==> src/rtl/wdt_cmp_pkg.sv <==
package wdt_cmp_pkg;
  localparam int CNT_W  = 15;
  localparam int WORD_W = 32;
  localparam int NUM_CH = 2;
  localparam int SEL_W  = (NUM_CH > 1) ? $clog2(NUM_CH) : 1;

  // Register word layout: action[31], limit[30:16], zero[15], count[14:0]
  typedef struct packed {
    logic             act;
    logic [CNT_W-1:0] limit;
    logic             rsvd;
    logic [CNT_W-1:0] count;
  } wdt_word_t;
endpackage

==> src/rtl/wdt_rst_sync.sv <==
module wdt_rst_sync (
  input  logic clk,
  input  logic rst_n,
  output logic rst_sync_n
);
  logic meta_q;
  logic sync_q;

  always_ff @(posedge clk or negedge rst_n) begin
    if (!rst_n) begin
      meta_q <= 1'b0;
      sync_q <= 1'b0;
    end else begin
      meta_q <= 1'b1;
      sync_q <= meta_q;
    end
  end

  assign rst_sync_n = sync_q;
endmodule

==> src/rtl/wdt_prescaler.sv <==
module wdt_prescaler #(
  parameter int TICK_CYCLES = 1000000
) (
  input  logic clk,
  input  logic rst_ni,
  input  logic restart_i,
  output logic tick_o
);
  localparam int PW = (TICK_CYCLES > 1) ? $clog2(TICK_CYCLES) : 1;
  localparam logic [PW-1:0] LAST = PW'(TICK_CYCLES - 1);

  logic [PW-1:0] pre_q, pre_d;
  logic          at_last;

  assign at_last = (pre_q == LAST);

  always_comb begin
    pre_d = pre_q + 1'b1;
    if (restart_i || at_last) pre_d = '0;
  end

  always_ff @(posedge clk or negedge rst_ni) begin
    if (!rst_ni) pre_q <= '0;
    else         pre_q <= pre_d;
  end

  assign tick_o = at_last;

  AST_PRE_IN_RANGE: assert property (@(posedge clk) disable iff (!rst_ni)
    pre_q <= LAST);
endmodule

==> src/rtl/wdt_channel.sv <==
module wdt_channel
  import wdt_cmp_pkg::*;
#(
  parameter int TICK_CYCLES = 1000000
) (
  input  logic             clk,
  input  logic             rst_ni,
  input  logic             wr_i,
  input  logic             wr_act_i,
  input  logic [CNT_W-1:0] wr_limit_i,
  output wdt_word_t        word_o,
  output logic             expired_o,
  output logic             first_hit_o
);
  logic             tick;
  logic [CNT_W-1:0] cnt_q, cnt_d;
  logic [CNT_W-1:0] lim_q, lim_d;
  logic             act_q, act_d;
  logic             seen_q, seen_d;
  logic             match;

  wdt_prescaler #(.TICK_CYCLES(TICK_CYCLES)) u_pre (
    .clk       (clk),
    .rst_ni    (rst_ni),
    .restart_i (wr_i),
    .tick_o    (tick)
  );

  assign match = (cnt_q == lim_q);

  always_comb begin
    cnt_d  = cnt_q;
    lim_d  = lim_q;
    act_d  = act_q;
    seen_d = match;
    if (wr_i) begin
      cnt_d  = '0;
      lim_d  = wr_limit_i;
      act_d  = wr_act_i;
      seen_d = 1'b0;
    end else if (tick && !match) begin
      cnt_d = cnt_q + 1'b1;
    end
  end

  always_ff @(posedge clk or negedge rst_ni) begin
    if (!rst_ni) begin
      cnt_q  <= '0;
      lim_q  <= '1;
      act_q  <= 1'b0;
      seen_q <= 1'b0;
    end else begin
      cnt_q  <= cnt_d;
      lim_q  <= lim_d;
      act_q  <= act_d;
      seen_q <= seen_d;
    end
  end

  assign word_o      = '{act: act_q, limit: lim_q, rsvd: 1'b0, count: cnt_q};
  assign expired_o   = match;
  assign first_hit_o = match && !seen_q;

  AST_CNT_LE_LIMIT: assert property (@(posedge clk) disable iff (!rst_ni)
    cnt_q <= lim_q);
  AST_WR_CLEARS: assert property (@(posedge clk) disable iff (!rst_ni)
    wr_i |=> (cnt_q == '0));
  AST_CNT_STEP: assert property (@(posedge clk) disable iff (!rst_ni)
    !wr_i |=> (cnt_q == $past(cnt_q) || cnt_q == $past(cnt_q) + 1'b1));
  AST_SAT_HOLD: assert property (@(posedge clk) disable iff (!rst_ni)
    (expired_o && !wr_i) |=> expired_o);
endmodule

==> src/rtl/wdt_cmp_top.sv <==
module wdt_cmp_top
  import wdt_cmp_pkg::*;
#(
  parameter int CLK_HZ  = 100000000,
  parameter int TICK_HZ = 100
) (
  input  logic              clk,
  input  logic              rst_n,
  input  logic              reg_we,
  input  logic [SEL_W-1:0]  reg_sel,
  input  logic [WORD_W-1:0] reg_wdata,
  output logic [WORD_W-1:0] reg_rdata,
  output logic              rst_req_o,
  output logic              drop_o,
  output logic [NUM_CH-1:0] expired_o
);
  localparam int TICK_CYCLES = (CLK_HZ / TICK_HZ > 1) ? CLK_HZ / TICK_HZ : 2;
  localparam int RST_CH  = 0;
  localparam int DROP_CH = 1;

  logic              rst_s_n;
  wdt_word_t         words [NUM_CH];
  logic [NUM_CH-1:0] first_hit;
  wdt_word_t         wr_word;
  logic              wdata_unused;

  wdt_rst_sync u_rst (
    .clk        (clk),
    .rst_n      (rst_n),
    .rst_sync_n (rst_s_n)
  );

  assign wr_word      = wdt_word_t'(reg_wdata);
  assign wdata_unused = ^{wr_word.rsvd, wr_word.count};

  for (genvar i = 0; i < NUM_CH; i++) begin : g_ch
    wdt_channel #(.TICK_CYCLES(TICK_CYCLES)) u_ch (
      .clk         (clk),
      .rst_ni      (rst_s_n),
      .wr_i        (reg_we && (reg_sel == SEL_W'(i))),
      .wr_act_i    (wr_word.act),
      .wr_limit_i  (wr_word.limit),
      .word_o      (words[i]),
      .expired_o   (expired_o[i]),
      .first_hit_o (first_hit[i])
    );
  end

  assign reg_rdata = words[reg_sel];
  assign rst_req_o = words[RST_CH].act && first_hit[RST_CH];
  assign drop_o    = words[DROP_CH].act && expired_o[DROP_CH];

  AST_REQ_SINGLE: assert property (@(posedge clk) disable iff (!rst_s_n)
    (rst_req_o && !(reg_we && reg_sel == SEL_W'(RST_CH))) |=> !rst_req_o);
  AST_DROP_HOLD: assert property (@(posedge clk) disable iff (!rst_s_n)
    (drop_o && !(reg_we && reg_sel == SEL_W'(DROP_CH))) |=> drop_o);
endmodule

==> config.mk <==
export PLATFORM = sky130hd
export DESIGN_NAME = wdt_cmp_top
export DESIGN_NICKNAME = d
export VERILOG_FILES = /design/src/rtl/wdt_cmp_pkg.sv /design/src/rtl/wdt_rst_sync.sv /design/src/rtl/wdt_prescaler.sv /design/src/rtl/wdt_channel.sv /design/src/rtl/wdt_cmp_top.sv
export SDC_FILE = /design/constraint.sdc
export NUM_CORES = 1
export LEC_CHECK = 0
export BUFFER_PORTS_ARGS = -buffer_cell sky130_fd_sc_hd__buf_2
export CORE_UTILIZATION = 55
export CTS_CLUSTER_DIAMETER = 120
export DETAILED_ROUTE_END_ITERATION = 10
export GPL_TIMING_DRIVEN = 1
export HOLD_SLACK_MARGIN = 0.05
export PLACE_DENSITY = 0.75
export SLEW_MARGIN = 20
export SYNTH_ARGS = -nofsm -noshare
export SYNTH_HDL_FRONTEND = slang
export SYNTH_SLANG_ARGS = --single-unit
==> constraint.sdc <==
create_clock -name clk -period 4.1 [get_ports clk]
set_input_delay 0.82 -clock clk [delete_from_list [all_inputs] [get_ports clk]]
set_output_delay 0.82 -clock clk [all_outputs]
set_load 0.01 [all_outputs]
==> metrics.yaml, run 1 <==
ys_seq_elements: 105
synth.area.top_cells: "dfrtp_1 34%, dfstp_2 14%, nand2_1 8.5%"
fillCellCount: 826
grt_usage_pct: 26.1
grt-busiest-layer: "met2"
ys_seq_area_share_pct: 48.0
critPathLaunchType: "flip-flop"
initialDrtViolationCount: 169
synth_simple_gate_area_share_pct: 24.5
synth-main-ff-cell: "dfrtp_1"
synth.cell_area_sq_um: 5550
rsz0062_at_grt: "false"
power_per_cell_area_nw_per_um2: 354
finalWirelength_um: 12700
crit_path_start: "g_ch[0].u_ch.cnt_q[10]"
setup_viol: 0
seq_area_sq_um: 2670
syn_avg_cell_area_sq_um: 9.38
hpwl_um: 8970
ant_nets: 0
start_util_pct: 56.8
grt_pass1_vias: 4370
gp_congestion: 0.836
io_buffers: 54
clock_sinks: 105
fin_crit_ps: 3310
power_leakage_nw: 2.89
path_clk_slew_ps: 100
worstMarginPinSlew_ps: 873
syn2layout_area_growth_pct: 11.0
io_pins: 72
crit_arrival_ps: 2490
dieHeight_um: 102
synth-adder-area-share_pct: 0.902
clkLatencyLatePin_ps: 360
grt_pass1_wl_um: 21000
ys_types: 42
grt_max_degree: 81
cp_max_fo: 5
synth_top_family_by_area: "simple AND/OR/NAND/NOR gates"
drt_pre_antenna_iters: 6
postCtsSetupBuffers: 0
end_kind: "output pin"
grt-ovfl-total: 0
drcViolationCount: 0
synth_compound_area_share_pct: 7.14
grtUsageMet3_pct: 4.65
cts_tree: "done"
netlist_instances: 592
core_sq_um: 9770
ctsResizeCount: 0
period_share_pct: 80.8
required_ps: 3280
synth_top_area_cell: "dfrtp_1"
hp-class: "in -> async"
die-area_sq_um: 10500
skew_ps: 9.04
nNetsFinal: 676
grtUsageMet2_pct: 42.4
hold_violations: 0
synth_most_common_cell: "nand2_1"
status: "finished clean"
power_mw: 2.18
detailed_place.area_sq_um: 5910
synth_xor_area_share_pct: 10.1
path_class: "reg -> out"
setup_tns_ps: 0
rows: 36
fin_area_sq_um: 6160
drive_above_1_share_pct: 22.8
htree_levels: 3
synth_edf_count: 0
routed-via-count: 4408
clockBufferDepth: 2
synth.mux.area_fraction_pct: 6.09
synth_nets: 632
cap_violations: 0
wire_per_inst_um: 16.4
die_w_um: 102
synth_common_cells: "126 x nand2_1, 75 x dfrtp_1, 39 x nor2_1, 39 x xor2_1"
use_met1_pct: 32.8
synthArstFlopShare_pct: 100
cts_root_buf: "clkbuf_8"
cts_inserted_buffers: 9
via_per_inst: 5.69
fmax_mhz: 302
yosysTopAreaCellShare_pct: 33.8
multi_input_area_sq_um: 2710
yosys_warnings: 0
ir_drop_mv: 0.235
cts_hold_buf: 0
relSlewSlack_pct: 41.8
grt_antenna_before_repair: 1
drv_slew: 0
rr_startpoint: "g_ch[0].u_ch.cnt_q[10]"
sequential cells by signal, summed over array words and instances (netlist names):
signal and count:
g_ch.u_ch.act_q 2, g_ch.u_ch.cnt_q 30, g_ch.u_ch.lim_q 30, g_ch.u_ch.seen_q 1, g_ch.u_ch.u_pre.pre_q 40, u_rst.meta_q 1, u_rst.rst_sync_n 1
metrics by stage:
stage | setup WS (ps) | instances | utilization [%] | hold slack, ps
after floorplan | 1010 | 592 | - | 331
after global placement | 1200 | 757 | 60.5 | 340
after detailed placement | 1180 | 757 | 60.5 | 346
after CTS | 751 | 773 | 62.7 | 207
after global routing | 683 | 774 | 63.0 | 199
final | 785 | 775 | 63.1 | 222
final cells by class:
cell class,count,share of cell area [%]
Tap cell,133,2.70
Antenna cell,1,0.0406
Clock buffer,11,2.29
Clock inverter,5,1.30
Multi-Input combinational cell,446,44.0
Sequential cell,105,43.3
Inverter,13,0.792
Timing Repair Buffer,61,5.56
kinds of logic after synthesis:
group | Yosys count
AND/OR/NAND/NOR | 280
flip-flops | 105
AO/OA/AOI/OAI | 66
XOR/XNOR | 64
buffers and inverters | 41
multiplexers | 30
adder cells (fa/ha/maj) | 4
other | 2
metal layers:
metal	up-vias	share of wire, %
met1	2146	44
met4	0	4.1
met2	115	47
met3	37	5.0
li1	2110	-
met5	-	0
worst paths after layout:
check	to	slack [ps]	cells after the start
min in group clk	u_rst.rst_sync_n	370	0
setup reg to reg	g_ch[0].u_ch.cnt_q[12]	1420	6
hold / removal	u_rst.rst_sync_n	220	1
hold reg to reg	g_ch[1].u_ch.u_pre.pre_q[12]	260	0
setup / recovery	rst_req_o	790	6
max in group asynchronous	g_ch[1].u_ch.lim_q[13]	2840	2
placed cells by master (no fill, tap or decap), drive strengths merged, types with 3 or more instances in the layout:
cell	synthesis	final
ha	4	4
nand4bb	4	4
buf	13	61
dfstp	30	30
nand3	28	28
inv	13	13
mux2	30	30
nand2	126	126
o211ai	5	5
xnor2	25	25
nand4	7	7
xor2	39	39
o21ai	19	19
dfrtp	75	75
and2	5	5
and3	15	15
or2	3	3
nor3	4	4
o31ai	12	12
clkbuf	15	11
nor2	41	41
nor2b	3	3
or3	13	13
nor4	7	7
a21oi	25	25
or4	19	19
power by group:
group	internal, mW	switching, mW
Clock	0.360	0.344
Sequential	1.13	0.0713
Combinational	0.117	0.155
worst max-delay path: stages (launching register included):
cell     delay [ps]
dfrtp_1         470
xor2_1          190
nor4_1          540
nand2_1         230
or2_2           380
nor3b_1         170
buf_2           150
No activity file was read; power rests on OpenSTA's default activity.
==> run 2, diff against run 1 <==
--- a/config.mk
+++ b/config.mk
@@ -5,6 +5,7 @@
 export SDC_FILE = /design/constraint.sdc
 export NUM_CORES = 1
 export LEC_CHECK = 0
+export ABC_AREA = 1
 export BUFFER_PORTS_ARGS = -buffer_cell sky130_fd_sc_hd__buf_2
 export CORE_UTILIZATION = 55
 export CTS_CLUSTER_DIAMETER = 120
==> constraint.sdc (replaced) <==
create_clock -name clk -period 3.47 [get_ports clk]
set_input_delay 0.694 -clock clk [delete_from_list [all_inputs] [get_ports clk]]
set_output_delay 0.694 -clock clk [all_outputs]
set_load 0.01 [all_outputs]
==> metrics.yaml, run 2 <==
status: "finished clean"
grt-ovfl-total: 0  # unchanged
synth_edf_count: 0  # unchanged
synth_top_area_cell: "dfrtp_1"
ys_types: 33  # -21%
cts_tree: "done"
grt_antenna_before_repair: 0  # -1
cts_root_buf: "clkbuf_16"
r2r_end: "g_ch[0].u_ch.cnt_q[1]"
relSlewSlack_pct: 40.0  # -1.8 points
grt_max_degree: 64  # -21%
clock_sinks: 105  # unchanged
drt_pre_antenna_iters: 6  # unchanged
grt_pass1_vias: 5070  # +16%
ctsResizeCount: 0  # unchanged
hpwl_um: 11000  # +23%
drcViolationCount: 0  # unchanged
cts_hold_buf: 0  # unchanged
fin_ws_ps: 818  # +32.9 ps
synth_nets: 970  # +53%
critPathLaunchType: "primary input"
wire_per_inst_um: 13.8  # -16%
synth.cell_area_sq_um: 6440  # +16%
postCtsSetupBuffers: 0  # unchanged
synth_compound_area_share_pct: 7.11  # -0.031 points
end_kind: "output pin"
ys_seq_area_share_pct: 41.4  # -6.6 points
fmax_mhz: 377
core_sq_um: 11400  # +17%
drv_slew: 0  # unchanged
gp_congestion: 0.907  # +8.4%
via_per_inst: 5.23  # -8.1%
rsz0062_at_grt: "false"
grt_usage_pct: 27.0  # +0.88 points
rows: 39  # +8.3%
dieHeight_um: 110  # +7.5%
syn_avg_cell_area_sq_um: 6.92  # -26%
p_comb_share_pct: 15.0  # +2.5 points
die-area_sq_um: 12100  # +16%
clockBufferDepth: 2  # unchanged
io_pins: 72  # unchanged
yosys_warnings: 0  # unchanged
dpl.cell_count: 1094  # +45%
synth-main-ff-cell: "dfrtp_1"
crit_arrival_ps: 1960  # -530 ps
final_cells: 1110  # +43%
power_leakage_nw: 3.39  # +17%
seq_area_sq_um: 2670  # unchanged
initialDrtViolationCount: 458  # +170%
synthArstFlopShare_pct: 100  # unchanged
htree_levels: 3  # unchanged
synth.mux.area_fraction_pct: 0.175  # -5.9 points
setup_tns_ps: 0  # unchanged
ant_nets: 0  # unchanged
start_util_pct: 56.4  # -0.42 points
die_w_um: 110  # +7.5%
power_per_cell_area_nw_per_um2: 411  # +16%
top_register: "g_ch.u_ch.u_pre.pre_q"
p_int_mw: 2.02  # +25%
drive_above_1_share_pct: 14.6  # -8.2 points
syn2layout_area_growth_pct: 8.94
p_sw_share_pct: 30.1  # +3.9 points
path_class: "in -> out"
period_share_pct: 76.4
power_frac_seq_pct: 50.5  # -4.8 points
synth_common_cells: "277 x nand2_1, 102 x inv_1, 102 x nor2_1"
synth_top_family_by_area: "simple AND/OR/NAND/NOR gates"
cts_inserted_buffers: 9  # unchanged
ys_seq_elements: 105  # unchanged
place_ws_ps: 583  # -595 ps
fillCellCount: 1080  # +31%
finalWirelength_um: 15400  # +20%
diodes: 0  # -1
hp-class: "in -> async"
fin_crit_ps: 2650
nNetsFinal: 1002  # +48%
cp_max_fo: 63  # +58
routed-via-count: 5801  # +32%
fin_util_pct: 61.4  # -1.6 points
clock_power_share_pct: 34.5  # +2.2 points
synth-adder-area-share_pct: 0.777  # -0.12 points
hold_violations: 0  # unchanged
detailed_place.area_sq_um: 6730  # +14%
multi_input_area_sq_um: 3120  # +15%
io_buffers: 54  # unchanged
rr_startpoint: "g_ch[0].u_ch.u_pre.pre_q[0]"
synth_most_common_cell: "nand2_1"
reg_top3: "g_ch.u_ch.u_pre.pre_q (40), g_ch.u_ch.cnt_q (30), g_ch.u_ch.lim_q (30)"
grt_pass1_wl_um: 24800  # +18%
regToRegSetupSlack_ps: 1490  # +70 ps
ir_drop_mv: 0.476  # +100%
path_clk_slew_ps: 70  # -30 ps
p_switching_uw: 868  # +52%
final_common_cell: "nand2_1"
synth_simple_gate_area_share_pct: 37.6  # +13 points
required_ps: 2780  # -500 ps
fin_area_sq_um: 7010  # +14%
netlist_instances: 930  # +57%
setup_viol: 0  # unchanged
cap_violations: 0  # unchanged
yosysTopAreaCellShare_pct: 29.2  # -4.7 points
skew_ps: 5.91  # -3.13 ps
largest_reg_flops: 40  # unchanged
synth_xor_area_share_pct: 2.72  # -7.4 points
mostFrequentLayoutCells: "277 x nand2_1, 102 x inv_1, 101 x nor2_1, 90 x nand3_1, 74 x dfrtp_1"
worstMarginPinSlew_ps: 900  # +26.6 ps
reg2regPathDepth: 9  # +3
clkLatencyLatePin_ps: 360  # about the same
synth.area.top_cells: "dfrtp_1 29%, nand2_1 16%, dfstp_2 12%"
==> run 2: cell count changes after synthesis, moves of 18 or more <==
cell     before  now
nor2_1       39  102
nand2_1     126  277
xnor2_1      25    5
xor2_1       39   15
nand4_1       7   29
mux2_2       30    1
or4_1        18    0
nand3_1      28   90
nor3_1        4   29
o21ai_0      16   70
inv_1        13  102
==> run 2: worst max-delay path by stage <==
stage	startpoint	end	slack, ps	cells past startpoint
3_3_place_gp	reg_sel	g_ch[1].u_ch.cnt_q[2]	650	7
4_1_cts	reg_sel	reg_rdata[1]	840	3
6_report	reg_sel	reg_rdata[1]	820	3
3_5_place_dp	reg_sel	g_ch[1].u_ch.lim_q[7]	580	5
5_1_grt	reg_sel	g_ch[1].u_ch.lim_q[12]	680	5
2_1_floorplan	u_rst.rst_sync_n	g_ch[0].u_ch.act_q	380	0
==> run 2: logic make-up after synthesis <==
| kind of cell | after synthesis |
|---|---|
| AOI/OAI and AO/OA | 91 |
| xor gates and xnor gates | 20 |
| adders and majority gates | 4 |
| buffers and inverters | 154 |
| DFF | 105 |
| muxes | 1 |
| other | 2 |
| and+or+nand+nor | 553 |
==> run 2: final cells by class <==
type / count / area share [%]
inverters: 116 / 6.21
clock inverters: 7 / 0.874
clock buffers: 9 / 3.21
well taps: 143 / 2.55
multi-input cells: 671 / 44.5
flip-flops and latches: 105 / 38.1
repair buffers: 59 / 4.57
==> run 2: routing by layer <==
metal	vias to the layer above	part of all wire, %	GRT usage [%]
met2	140	44	40.2
met5	-	0	0
met3	13	4.2	4.82
li1	3021	-	-
met1	2627	50	39.3
met4	0	1.4	9.30
==> run 2: worst max-delay path, cell delays in order <==
cell    delay [ps]
buf_2          670
mux2_2         430
buf_2          140
==> run 2: per-stage QoR <==
stage	total power [mW]	hold WS (ps)
3_5_place_dp	1.91	337
5_1_grt	3.04	81.2
4_1_cts	2.92	80.1
2_1_floorplan	1.77	331
3_3_place_gp	1.90	337
6_report	2.89	98.6
==> run 2: power by group through the flow <==
stage                     Clock, mW  Combinational (mW)  Sequential (mW)
final                         0.995               0.433             1.46
after global routing           1.06               0.499             1.48
after CTS                      1.02               0.436             1.46
after detailed placement          0               0.433             1.48
after global placement            0               0.425             1.48
after floorplan                   0               0.319             1.45
